### src/rtl/gpio_irq_pkg.sv
package gpio_irq_pkg;

    localparam int REG_AW = 3;

    typedef enum logic [REG_AW-1:0] {
        RG_EN    = 3'd0,
        RG_MASK  = 3'd1,
        RG_KIND  = 3'd2,
        RG_POL   = 3'd3,
        RG_FILT  = 3'd4,
        RG_STAT  = 3'd5,
        RG_RAW   = 3'd6,
        RG_CLEAR = 3'd7
    } reg_sel_e;

    typedef enum logic {
        DB_SETTLED  = 1'b0,
        DB_COUNTING = 1'b1
    } db_state_e;

endpackage

### src/rtl/gpio_irq_sync.sv
module gpio_irq_sync #(
    parameter int WIDTH = 32
) (
    input  logic             clk,
    input  logic             rst_n,
    input  logic [WIDTH-1:0] async_in,
    output logic [WIDTH-1:0] sync_out
);
    logic [WIDTH-1:0] stage1_q;
    logic [WIDTH-1:0] stage2_q;

    always_ff @(posedge clk or negedge rst_n) begin
        if (!rst_n) begin
            stage1_q <= '0;
            stage2_q <= '0;
        end else begin
            stage1_q <= async_in;
            stage2_q <= stage1_q;
        end
    end

    assign sync_out = stage2_q;
endmodule

### src/rtl/gpio_irq_debounce.sv
module gpio_irq_debounce
    import gpio_irq_pkg::*;
#(
    parameter int WIDTH    = 32,
    parameter int DB_TICKS = 2
) (
    input  logic             clk,
    input  logic             rst_n,
    input  logic             db_tick,
    input  logic [WIDTH-1:0] sync_in,
    output logic [WIDTH-1:0] filt_out
);
    localparam int CNT_W = (DB_TICKS > 1) ? $clog2(DB_TICKS) : 1;
    localparam logic [CNT_W-1:0] CNT_LAST = CNT_W'(DB_TICKS - 1);

    for (genvar g = 0; g < WIDTH; g++) begin : g_line
        db_state_e        st_q, st_d;
        logic [CNT_W-1:0] cnt_q, cnt_d;
        logic             val_q, val_d;
        logic             differs;

        assign differs = sync_in[g] ^ val_q;

        // state register
        always_ff @(posedge clk or negedge rst_n) begin
            if (!rst_n) begin
                st_q  <= DB_SETTLED;
                cnt_q <= '0;
                val_q <= 1'b0;
            end else begin
                st_q  <= st_d;
                cnt_q <= cnt_d;
                val_q <= val_d;
            end
        end

        // next state and filtered value
        always_comb begin
            st_d  = st_q;
            cnt_d = cnt_q;
            val_d = val_q;
            unique case (st_q)
                DB_SETTLED: begin
                    if (db_tick && differs) begin
                        if (DB_TICKS <= 1) begin
                            val_d = sync_in[g];
                        end else begin
                            st_d  = DB_COUNTING;
                            cnt_d = CNT_W'(1);
                        end
                    end
                end
                DB_COUNTING: begin
                    if (db_tick) begin
                        if (!differs) begin
                            st_d  = DB_SETTLED;
                            cnt_d = '0;
                        end else if (cnt_q == CNT_LAST) begin
                            st_d  = DB_SETTLED;
                            cnt_d = '0;
                            val_d = sync_in[g];
                        end else begin
                            cnt_d = cnt_q + CNT_W'(1);
                        end
                    end
                end
            endcase
        end

        assign filt_out[g] = val_q;
    end
endmodule

### src/rtl/gpio_irq_detect.sv
module gpio_irq_detect #(
    parameter int WIDTH = 32
) (
    input  logic             clk,
    input  logic             rst_n,
    input  logic [WIDTH-1:0] line_v,
    input  logic [WIDTH-1:0] kind_edge,
    input  logic [WIDTH-1:0] pol_high,
    input  logic [WIDTH-1:0] en_v,
    input  logic [WIDTH-1:0] clr_v,
    output logic [WIDTH-1:0] hit_v,
    output logic [WIDTH-1:0] latch_v,
    output logic [WIDTH-1:0] raw_v
);
    logic [WIDTH-1:0] prev_q;
    logic [WIDTH-1:0] latch_q;
    logic [WIDTH-1:0] rise_v, fall_v, lvl_act, pend_v;

    always_ff @(posedge clk or negedge rst_n) begin
        if (!rst_n) begin
            prev_q  <= '0;
            latch_q <= '0;
        end else begin
            prev_q  <= line_v;
            // a fresh edge is ORed after the clear so it survives a same-cycle clear
            latch_q <= (latch_q & ~clr_v & en_v) | (hit_v & en_v);
        end
    end

    always_comb begin
        rise_v  = line_v & ~prev_q;
        fall_v  = ~line_v & prev_q;
        hit_v   = kind_edge & ((pol_high & rise_v) | (~pol_high & fall_v));
        lvl_act = ~(line_v ^ pol_high);
        pend_v  = (kind_edge & latch_q) | (~kind_edge & lvl_act);
        raw_v   = en_v & pend_v;
    end

    assign latch_v = latch_q;
endmodule

### src/rtl/gpio_irq_unit.sv
module gpio_irq_unit
    import gpio_irq_pkg::*;
#(
    parameter int N_LINES  = 32,
    parameter int DB_TICKS = 2
) (
    input  logic                 clk,
    input  logic                 rst_n,
    input  logic [N_LINES-1:0]   line_in,
    input  logic                 db_tick,
    input  logic                 reg_wr,
    input  logic [REG_AW-1:0]    reg_addr,
    input  logic [N_LINES-1:0]   reg_wdata,
    output logic [N_LINES-1:0]   reg_rdata,
    output logic                 irq_out
);
    logic [N_LINES-1:0] en_q, mask_q, kind_q, pol_q, filt_en_q;
    logic [N_LINES-1:0] sync_v, filt_v, dsel_v;
    logic [N_LINES-1:0] edge_hit, edge_lat, raw_v, status_v, eoi_vec;
    logic               eoi_wr;
    logic               irq_q;
    reg_sel_e           sel;

    assign sel    = reg_sel_e'(reg_addr);
    assign eoi_wr = reg_wr && (sel == RG_CLEAR);
    assign eoi_vec = eoi_wr ? reg_wdata : '0;

    // configuration registers
    always_ff @(posedge clk or negedge rst_n) begin
        if (!rst_n) begin
            en_q      <= '0;
            mask_q    <= '0;
            kind_q    <= '0;
            pol_q     <= '0;
            filt_en_q <= '0;
        end else if (reg_wr) begin
            unique case (sel)
                RG_EN:    en_q      <= reg_wdata;
                RG_MASK:  mask_q    <= reg_wdata;
                RG_KIND:  kind_q    <= reg_wdata;
                RG_POL:   pol_q     <= reg_wdata;
                RG_FILT:  filt_en_q <= reg_wdata;
                RG_STAT, RG_RAW, RG_CLEAR: ;
            endcase
        end
    end

    gpio_irq_sync #(.WIDTH(N_LINES)) u_sync (
        .clk      (clk),
        .rst_n    (rst_n),
        .async_in (line_in),
        .sync_out (sync_v)
    );

    gpio_irq_debounce #(.WIDTH(N_LINES), .DB_TICKS(DB_TICKS)) u_db (
        .clk      (clk),
        .rst_n    (rst_n),
        .db_tick  (db_tick),
        .sync_in  (sync_v),
        .filt_out (filt_v)
    );

    assign dsel_v = (filt_en_q & filt_v) | (~filt_en_q & sync_v);

    gpio_irq_detect #(.WIDTH(N_LINES)) u_det (
        .clk       (clk),
        .rst_n     (rst_n),
        .line_v    (dsel_v),
        .kind_edge (kind_q),
        .pol_high  (pol_q),
        .en_v      (en_q),
        .clr_v     (eoi_vec),
        .hit_v     (edge_hit),
        .latch_v   (edge_lat),
        .raw_v     (raw_v)
    );

    assign status_v = raw_v & ~mask_q;

    always_ff @(posedge clk or negedge rst_n) begin
        if (!rst_n) irq_q <= 1'b0;
        else        irq_q <= |status_v;
    end
    assign irq_out = irq_q;

    // read-back
    always_comb begin
        unique case (sel)
            RG_EN:    reg_rdata = en_q;
            RG_MASK:  reg_rdata = mask_q;
            RG_KIND:  reg_rdata = kind_q;
            RG_POL:   reg_rdata = pol_q;
            RG_FILT:  reg_rdata = filt_en_q;
            RG_STAT:  reg_rdata = status_v;
            RG_RAW:   reg_rdata = raw_v;
            RG_CLEAR: reg_rdata = '0;
        endcase
    end
endmodule

### config.mk
export PLATFORM = sky130hd
export DESIGN_NAME = gpio_irq_unit
export DESIGN_NICKNAME = d
export VERILOG_FILES = /design/src/rtl/gpio_irq_pkg.sv /design/src/rtl/gpio_irq_sync.sv /design/src/rtl/gpio_irq_debounce.sv /design/src/rtl/gpio_irq_detect.sv /design/src/rtl/gpio_irq_unit.sv
export SDC_FILE = /design/constraint.sdc
export NUM_CORES = 1
export LEC_CHECK = 0
export ABC_AREA = 1
export BUFFER_PORTS_ARGS = -buffer_cell sky130_fd_sc_hd__buf_2
export CAP_MARGIN = 20
export CORE_MARGIN = 1
export CORE_UTILIZATION = 30
export CTS_CLUSTER_DIAMETER = 50
export DETAILED_ROUTE_END_ITERATION = 7
export GPL_ROUTABILITY_DRIVEN = 0
export PLACE_DENSITY_LB_ADDON = 0.25
export SLEW_MARGIN = 20
export SYNTH_ARGS = -nofsm -noshare
export SYNTH_HDL_FRONTEND = slang
export SYNTH_SLANG_ARGS = --single-unit
### constraint.sdc
create_clock -name clk -period 1.4 [get_ports clk]
set_clock_uncertainty 0.05 [all_clocks]
set_input_delay 0.07 -clock clk [delete_from_list [all_inputs] [get_ports clk]]
set_output_delay 0.07 -clock clk [all_outputs]
set_load 0.01 [all_outputs]
==> results of run 1 <==
metal layers:
metal  up-vias  GRT usage [%]  share of wire [%]
met5         -              0              0.041
met4         4           5.86                2.7
met3       112           2.92                4.2
met2       326           32.3                 48
met1      8001           24.6                 45
li1       8221              -                  -
cell type report:
class	count	area [sq um]	share of cell area, %
inverter	376	1420	5.37
timing repair buffer	637	5400	20.4
sequential	385	9640	36.4
clock buffer	69	1480	5.57
antenna	1	2.50	0.00944
clock inverter	25	246	0.930
multi-input combinational	1324	7350	27.7
tap	765	957	3.61
path summary, 6_finish.rpt:
| kind | start | cells after the start | slack (ns) | end |
|---|---|---|---|---|
| min in group asynchronous | rst_n | 3 | 0.07 | u_sync.stage1_q[3]$_DFF_PN0_ |
| min | line_in[6] | 2 | 0.06 | u_sync.stage1_q[6]$_DFF_PN0_ |
| min reg2reg | u_sync.stage1_q[10]$_DFF_PN0_ | 0 | 0.28 | u_sync.sync_out[10]$_DFF_PN0_ |
| max in group asynchronous | rst_n | 4 | 0.29 | filt_en_q[10]$_DFFE_PN0P_ |
| max | filt_en_q[30]$_DFFE_PN0P_ | 10 | -0.73 | reg_rdata[30] |
| max reg2reg | filt_en_q[3]$_DFFE_PN0P_ | 15 | -0.63 | u_det.prev_q[3]$_DFF_PN0_ |
through the flow:
| stage | total power [mW] | util (%) | worst slack (ns) | cells |
|---|---|---|---|---|
| after floorplan | 20.3 | - | 0.132 | 2145 |
| after global placement | 24.3 | 36.8 | -0.326 | 3240 |
| after detailed placement | 24.6 | 36.8 | -0.372 | 3240 |
| after CTS | 41.1 | 45.2 | -0.769 | 3613 |
| final | 41.2 | 45.8 | -0.728 | 3582 |
| after global routing | 43.9 | 45.7 | -0.842 | 3581 |
logic make-up after synthesis:
| group | share of synthesized area, % |
|---|---|
| multiplexers | 0.255 |
| flip-flops | 54.6 |
| buffers and inverters | 10.2 |
| AND/OR/NAND/NOR | 19.2 |
| AO/OA/AOI/OAI | 15.7 |
synth_stat cells, drive strengths merged:
master  instances  area share, %
nor3            7           0.20
o22ai          44            1.6
o21ai         294            8.3
nor2          113            2.7
a211o           2          0.099
mux2            4           0.26
o211ai          2          0.085
nand3b         15           0.64
nand2         464             10
clkbuf          9           0.19
a22oi           3           0.13
buf            51            1.9
dfrtp         385             55
inv           376            8.1
nand4          23           0.82
nand3         163            4.7
a21oi         182            5.2
a221oi          1          0.085
a31oi           7           0.25
worst max-delay path, stage by stage (launching register included):
cell and delay [ns]:
dfrtp_1 0.42, inv_2 0.11, nand2_2 0.07, nand3_4 0.07
nand3_4 0.08, nand3_4 0.07, buf_6 0.10, o22ai_2 0.05
inv_1 0.06, nand4_1 0.16, buf_2 0.20
what timing repair did:
action | CTS | global route
buffers inserted | 217 | 63
pin swaps | 72 | 104
hold endpoints to repair | 652 | 0
setup endpoints to repair | 33 | 52
hold buffers | 69 | 0
resized for setup | 249 | 198
power by group through the flow:
stage               registers, mW  logic [mW]  clock network, mW
finish                       15.5        12.5               13.2
global route                 15.8        14.0               14.1
CTS                          15.4        12.1               13.6
detailed placement           15.5        9.15                  0
global placement             15.3        8.91                  0
floorplan                    15.2        5.10                  0
==> out/metrics.csv, run 1 <==
metric;value;unit
status;finished with violations;
violations;setup timing;
grt_pass1_vias;16937;
rsz0062_at_grt;true;
tns;-21.42;ns
critPathLaunchType;flip-flop;
p_comb_share;30.4;%
clk_path_buf_depth;3;
layout_commonest_cell;dfrtp_1;
hold_viol;0;
power.density;1560;nW/um^2
tightestPinTransition;0.452;ns
fmax;470;MHz
antenna_found_initial;2;
cts.sinks;385;
cts.clk_slew.worst_paths;0.06;ns
die_w;245;um
maxCapViolCount;0;
rows;88;
period_minus_slack;2.13;ns
antenna_left;0;
final_cell_mix;dfrtp_1 (384), buf_4 (374), nand2_1 (367), inv_1 (302), o21ai_0 (204);
die_h;245;um
stdcell_area;26500;sq um
syn_inst;2145;
fin_ws;-0.728;ns
cts_root_buffer;clkbuf_16;
vias;16664;
ys_ff_latch;385;
max-vdd-ir-drop;876;uV
power_frac_clock;32.1;%
drive_above_1_share;35.7;%
hpwl;35700;um
drv_slew;0;
start_util;30.5;%
syn_area;17600;sq um
routedWlPerCell;15.6;um
finalCritPeriodShare;152;%
p_leak;13.4;nW
setup_viol;35;
drtPass1Iterations;5;
cts-htree-levels;2;
first_iter_violations;907;
grt_overflow;0;
cts_tree;built;
arrival;2.01;ns
clk_latency;0.60;ns
fillers;5563;
ys_seq_area_share;54.6;%
holdWs;0.0612;ns
path_max_fanout;4;
yosysWarnings;0;
drc;0;
grt_pass1_wl;89500;um
grt.total_usage;18.9;%
vias_per_cell;4.65;
hp-class;input pin to flip-flop;
power.internal;28.0;mW
synth_cell_types;31;
nets;2848;
grt_max_degree;74;
area_delta_synth_final;50.2;%
path_class;flip-flop to output pin;
switching_power;13.3;mW
crit_required;1.28;ns
dieArea;59800;sq um
core_area;57900;sq um
io_pins;104;
endpoint_kind;output pin;
p_seq_share;37.5;%
avgSynthCellArea;8.23;sq um
synth_nets;2216;
numCtsBuffers;53;
relSlewSlack;69.8;%
dpl_cell_area;21300;sq um
drt-total-wl;55700;um
p_sw_share;32.1;%
io_buffers;103;
Power figures use the tool's default switching activity.
==> run 2, diff against run 1 <==
Settings changed: RECOVER_POWER from default to 100.
==> out/metrics.csv, run 2 (synthesized netlist as in run 1, its figures left out) <==
metric;value;unit;change
status;finished with violations;;
violations;setup timing;;
vias;16700;;+0.22%
hold_viol;0;;unchanged
power.internal;27.8;mW;-0.50%
rsz0062_at_grt;true;;
dieArea;59800;sq um;unchanged
clk_latency;0.60;ns;about the same
finalCritPeriodShare;154;%;+1.8 points
critPathMaxStageDelay;0.41;ns;about the same
max-vdd-ir-drop;876;uV;about the same
cts_root_buffer;clkbuf_16;;
stdcell_area;26200;sq um;-1.1%
area_delta_synth_final;48.5;%;
path_cells;inv_2, nand2_1, nand3_4, nand3_4, nand3_4, buf_6, o22ai_2, inv_1, nand4_1, buf_2;;
diodes;0;;-1
dpl_cell_area;21300;sq um;unchanged
drt-total-wl;55700;um;about the same
cts.sinks;385;;unchanged
path_class;flip-flop to output pin;;
holdWs;0.0611;ns;-0.0000299 ns
drc;0;;unchanged
setup_viol;237;;+580%
fin_ws;-0.753;ns;-0.0249 ns
pre_cts_ws;-0.372;ns;unchanged
p_leak;13.3;nW;-1.1%
endpoint_kind;output pin;;
antenna_left;0;;unchanged
drv_slew;0;;unchanged
drive_above_1_share;34.1;%;-1.6 points
hp-class;input pin to flip-flop;;
gr-max-usage-layer;met2;;
fmax;464;MHz;-1.2%
numCtsBuffers;53;;unchanged
p_comb_share;30.1;%;-0.3 points
grt_pass1_vias;16937;;unchanged
first_iter_violations;885;;-2.4%
vias_per_cell;4.66;;+0.24%
power_frac_clock;32.2;%;about the same
gr-usage-met2;32.3;%;unchanged
hpwl;35700;um;unchanged
io_pins;104;;unchanged
crit_required;1.28;ns;about the same
grt_pass1_wl;89500;um;unchanged
met3_usage;2.92;%;unchanged
layout_commonest_cell;dfrtp_1;;
grt.total_usage;18.9;%;unchanged
cts_tree;built;;
path_max_fanout;4;;unchanged
cts.clk_slew.worst_paths;0.06;ns;about the same
core_area;57900;sq um;unchanged
period_minus_slack;2.15;ns;+0.0249 ns
arrival;2.03;ns;+0.02 ns
gr-usage-met1;24.6;%;unchanged
switching_power;13.2;mW;-0.45%
tightestPinTransition;1.02;ns;+0.572 ns
die_w;245;um;unchanged
io_buffers;103;;unchanged
drtPass1Iterations;4;;-1
maxCapViolCount;0;;unchanged
start_util;30.5;%;unchanged
worstRegToRegCells;15;;unchanged
power.density;1570;nW/um^2;+0.62%
rows;88;;unchanged
grt_overflow;0;;unchanged
hold_path_depth;2;;unchanged
p_sw_share;32.2;%;about the same
cpMostUsedCell;nand3_4;;
relSlewSlack;31.7;%;-38 points
antenna_found_initial;2;;unchanged
grt_max_degree;74;;unchanged
die_h;245;um;unchanged
finalPower;41.0;mW;-0.48%
critPathLaunchType;flip-flop;;
final_cell_mix;dfrtp_1 (384), nand2_1 (383), buf_4 (356), inv_1 (314), o21ai_0 (212);;
cts-htree-levels;2;;unchanged
routedWlPerCell;15.6;um;about the same
clk_path_buf_depth;3;;unchanged
nets;2848;;unchanged
p_seq_share;37.6;%;about the same
slowest_stage;dfrtp_1;;
==> run 2: changes by cell type in the layout (fill, tap and decap cells not counted), moves of 6 or more <==
cell,before,now
buf_2,93,87
nand2_2,82,69
o21ai_0,204,212
buf_4,374,356
inv_2,69,57
inv_1,302,314
clkbuf_1,7,20
nand2_1,367,383
clkbuf_2,0,10
buf_12,34,21
clkbuf_4,0,13
o21ai_1,83,76
==> run 2: final cells by class <==
type | count | area [sq um]
clock inverter | 25 | 246
timing repair buffer | 637 | 5190
sequential | 385 | 9640
inverter | 376 | 1420
fill | 5615 | 31700
multi-input combinational | 1324 | 7280
tap | 765 | 957
clock buffer | 69 | 1480
==> run 2: power groups by stage <==
stage	Combinational [mW]	Sequential [mW]	Clock (mW)
after CTS	12.1	15.4	13.6
after global placement	8.91	15.3	0
after detailed placement	9.15	15.5	0
after floorplan	5.10	15.2	0
final	12.4	15.4	13.2
after global routing	13.8	15.8	14.1
==> run 2: layer usage <==
layer,vias up,share of wire (%)
met3,116,4.5
met5,-,0.041
met4,4,2.7
met1,8031,44
li1,8221,-
met2,328,48
==> run 2: timing repair <==
item                                   CTS  global route
setup buffers                          217            63
hold buffers                            69             0
endpoints found under the hold margin  652             0
pin swaps                               72           104
setup endpoints to repair               33            52
gates resized for setup                249           198
==> run 2: worst paths after layout <==
| check | from | to | slack (ns) |
|---|---|---|---|
| worst min-delay path | line_in[6] | u_sync.stage1_q[6]$_DFF_PN0_ | 0.06 |
| min in group asynchronous | rst_n | mask_q[10]$_DFFE_PN0P_ | 0.70 |
| worst min register to register | u_sync.stage1_q[10]$_DFF_PN0_ | u_sync.sync_out[10]$_DFF_PN0_ | 0.28 |
| worst max register to register | filt_en_q[3]$_DFFE_PN0P_ | u_det.prev_q[3]$_DFF_PN0_ | -0.63 |
| max in group asynchronous | rst_n | filt_en_q[10]$_DFFE_PN0P_ | -0.29 |
| worst max-delay path | filt_en_q[30]$_DFFE_PN0P_ | reg_rdata[30] | -0.75 |
==> run 2: through the flow <==
| step | instances | util (%) | setup TNS, ns |
|---|---|---|---|
| after detailed placement | 3240 | 36.8 | -7.22 |
| after floorplan | 2145 | - | 0 |
| final | 3581 | 45.2 | -38.78 |
| after global placement | 3240 | 36.8 | -5.46 |
| after global routing | 3581 | 45.2 | -66.07 |
| after CTS | 3613 | 45.2 | -32.04 |
==> run 2: worst max-delay path, delay by kind of cell, from the launching register on <==
| family | cells | cell delay [ns] |
|---|---|---|
| buffers and inverters | 4 | 0.46 |
| AND/OR/NAND/NOR | 5 | 0.51 |
| flip-flops | 1 | 0.41 |
| AO/OA/AOI/OAI | 1 | 0.05 |
==> run 3, diff against run 2 <==
Clock period 1.4 ns to 2.7 ns, I/O delays scaled along.
==> out/metrics.csv, run 3 (synthesized netlist as in run 1, its figures left out) <==
metric;value;unit;change
crit-reg2reg-capture;irq_out$_DFF_PN0_;;
setup_viol;0;;-100%
numCtsBuffers;48;;-9.4%
hold_path_depth;4;;+2
grt_pass1_wl;77600;um;-13%
dp_cells;2978;;-8.1%
arrival;2.35;ns;+0.32 ns
endpoint_kind;output pin;;
cpMostUsedCell;nand2_1;;
path_max_fanout;4;;unchanged
die_w;245;um;unchanged
grt_max_degree;74;;unchanged
start_util;30.5;%;unchanged
io_pins;104;;unchanged
drc;0;;unchanged
holdCritStartpoint;reg_addr[0];;
grt_pass1_vias;14240;;-16%
die_h;245;um;unchanged
maxCapViolCount;1;;+1
drtPass1Iterations;7;;+3
status;finished with violations;;
path_class;flip-flop to output pin;;
critPathMaxStageDelay;0.49;ns;+0.08 ns
relSlewSlack;-37.0;%;-69 points
hpwl;31600;um;-12%
path_cells;nand2_1, nand2_1, nand2_1, nand3_1, nand2_1, inv_1, nand3_1, a31oi_1, clkbuf_1;;
finalNonFillerCells;3129;;-13%
antenna_found_initial;2;;unchanged
tightestPinTransition;2.06;ns;+1.03 ns
routedWlPerCell;15.5;um;-0.11%
violations;capacitance limit, slew limit;;
p_leak;10.6;nW;-20%
period_minus_slack;2.53;ns;
slowest_stage;dfrtp_1;;
hp-class;input pin to flip-flop;;
tns;0;ns;+38.78 ns
fmax;395;MHz;
dieArea;59800;sq um;unchanged
cts.sinks;385;;unchanged
drt-total-wl;48600;um;-13%
drive_above_1_share;7.95;%;-26 points
clk_path_buf_depth;3;;unchanged
min_to;u_det.latch_v[25]$_DFF_PN0_;;
vias;14663;;-12%
nets;2399;;-16%
area_delta_synth_final;19.6;%;
critPathLaunchType;flip-flop;;
rows;88;;unchanged
cts.clk_slew.worst_paths;0.06;ns;about the same
diodes;0;;unchanged
worstRegToRegCells;10;;-5
r2r-start;filt_en_q[11]$_DFFE_PN0P_;;
postCtsSetupBuffers;0;;-100%
hold_buffers;65;;-5.8%
crit_required;2.52;ns;+1.24 ns
drv_slew;73;;+73
r2r_slack;0.86;ns;+1.49 ns
power.density;862;nW/um^2;-45%
cts_resized;0;;-100%
core_area;57900;sq um;unchanged
antenna_left;0;;unchanged
cts_root_buffer;clkbuf_16;;
rsz0062_at_grt;false;;
final_cell_mix;nand2_1 (456), dfrtp_1 (385), inv_1 (368), o21ai_0 (282), a21oi_1 (182);;
cts_tree;built;;
grt.total_usage;16.5;%;-2.4 points
finalCritPeriodShare;93.7;%;
io_buffers;103;;unchanged
layout_commonest_cell;nand2_1;;
first_iter_violations;942;;+6.4%
clk_latency;0.60;ns;about the same
vias_per_cell;4.69;;+0.49%
max-vdd-ir-drop;405;uV;-54%
grt_overflow;0;;unchanged
hold_viol;0;;unchanged
cts-htree-levels;2;;unchanged
## run 3: cell types whose count changed in the layout (fill, tap and decap cells not counted), sizes merged
cell,previous run,this run
clkbuf,105,117
buf,533,78
dlygate4sd3,68,65
inv,380,382
clkinvlp,6,1
bufinv,3,5
clkinv,12,7
## run 3: critical path: cells and delay by family, from the launching register on
kind                   cells  cell delay [ns]
AND/OR/NAND/NOR            6             0.50
flip-flops                 1             0.49
AO/OA/AOI/OAI              1             0.46
buffers and inverters      2             0.29
## run 3: worst max-delay path by stage
stage | cells past startpoint | start | slack (ns) | endpoint
finish | 9 | u_sync.sync_out[16]$_DFF_PN0_ | 0.17 | reg_rdata[16]
global route | 9 | u_sync.sync_out[16]$_DFF_PN0_ | 0.07 | reg_rdata[16]
CTS | 9 | u_sync.sync_out[16]$_DFF_PN0_ | 0.20 | reg_rdata[16]
detailed placement | 6 | reg_addr[2] | 0.31 | pol_q[27]$_DFFE_PN0P_
global placement | 7 | reg_addr[2] | 0.39 | pol_q[11]$_DFFE_PN0P_
floorplan | 9 | filt_en_q[5]$_DFFE_PN0P_ | 1.37 | reg_rdata[5]
## run 3: area by class of cell
cell class / instances / area (sq um)
fillers: 6040 / 36800
flip-flops and latches: 385 / 9630
multi-input cells: 1324 / 6170
inverters: 376 / 1420
clock buffers: 67 / 1350
repair buffers: 193 / 1320
well taps: 765 / 957
clock inverters: 19 / 255
## run 3: metrics by stage
stage	util, %	power [mW]	cell area (sq um)	hold WS, ns	setup slack, ns
after CTS	36.7	18.5	21300	0.0928	0.201
after global placement	32.8	11.5	19000	0.129	0.389
final	36.4	18.2	21100	0.119	0.169
after floorplan	-	10.5	17600	-0.211	1.37
after global routing	36.4	19.4	21100	0.118	0.0739
after detailed placement	32.8	11.7	19000	0.140	0.311
## run 3: per-layer routing
metal  GRT usage [%]  routed length (um)
met2            26.6               22400
met1            22.5               22600
met4            5.02                1220
met3            2.84                2430
met5               0                  25
## run 3: power breakdown
part | switching (mW) | internal [mW]
logic | 2.24 | 1.34
registers | 0.947 | 7.10
clock network | 2.57 | 3.99
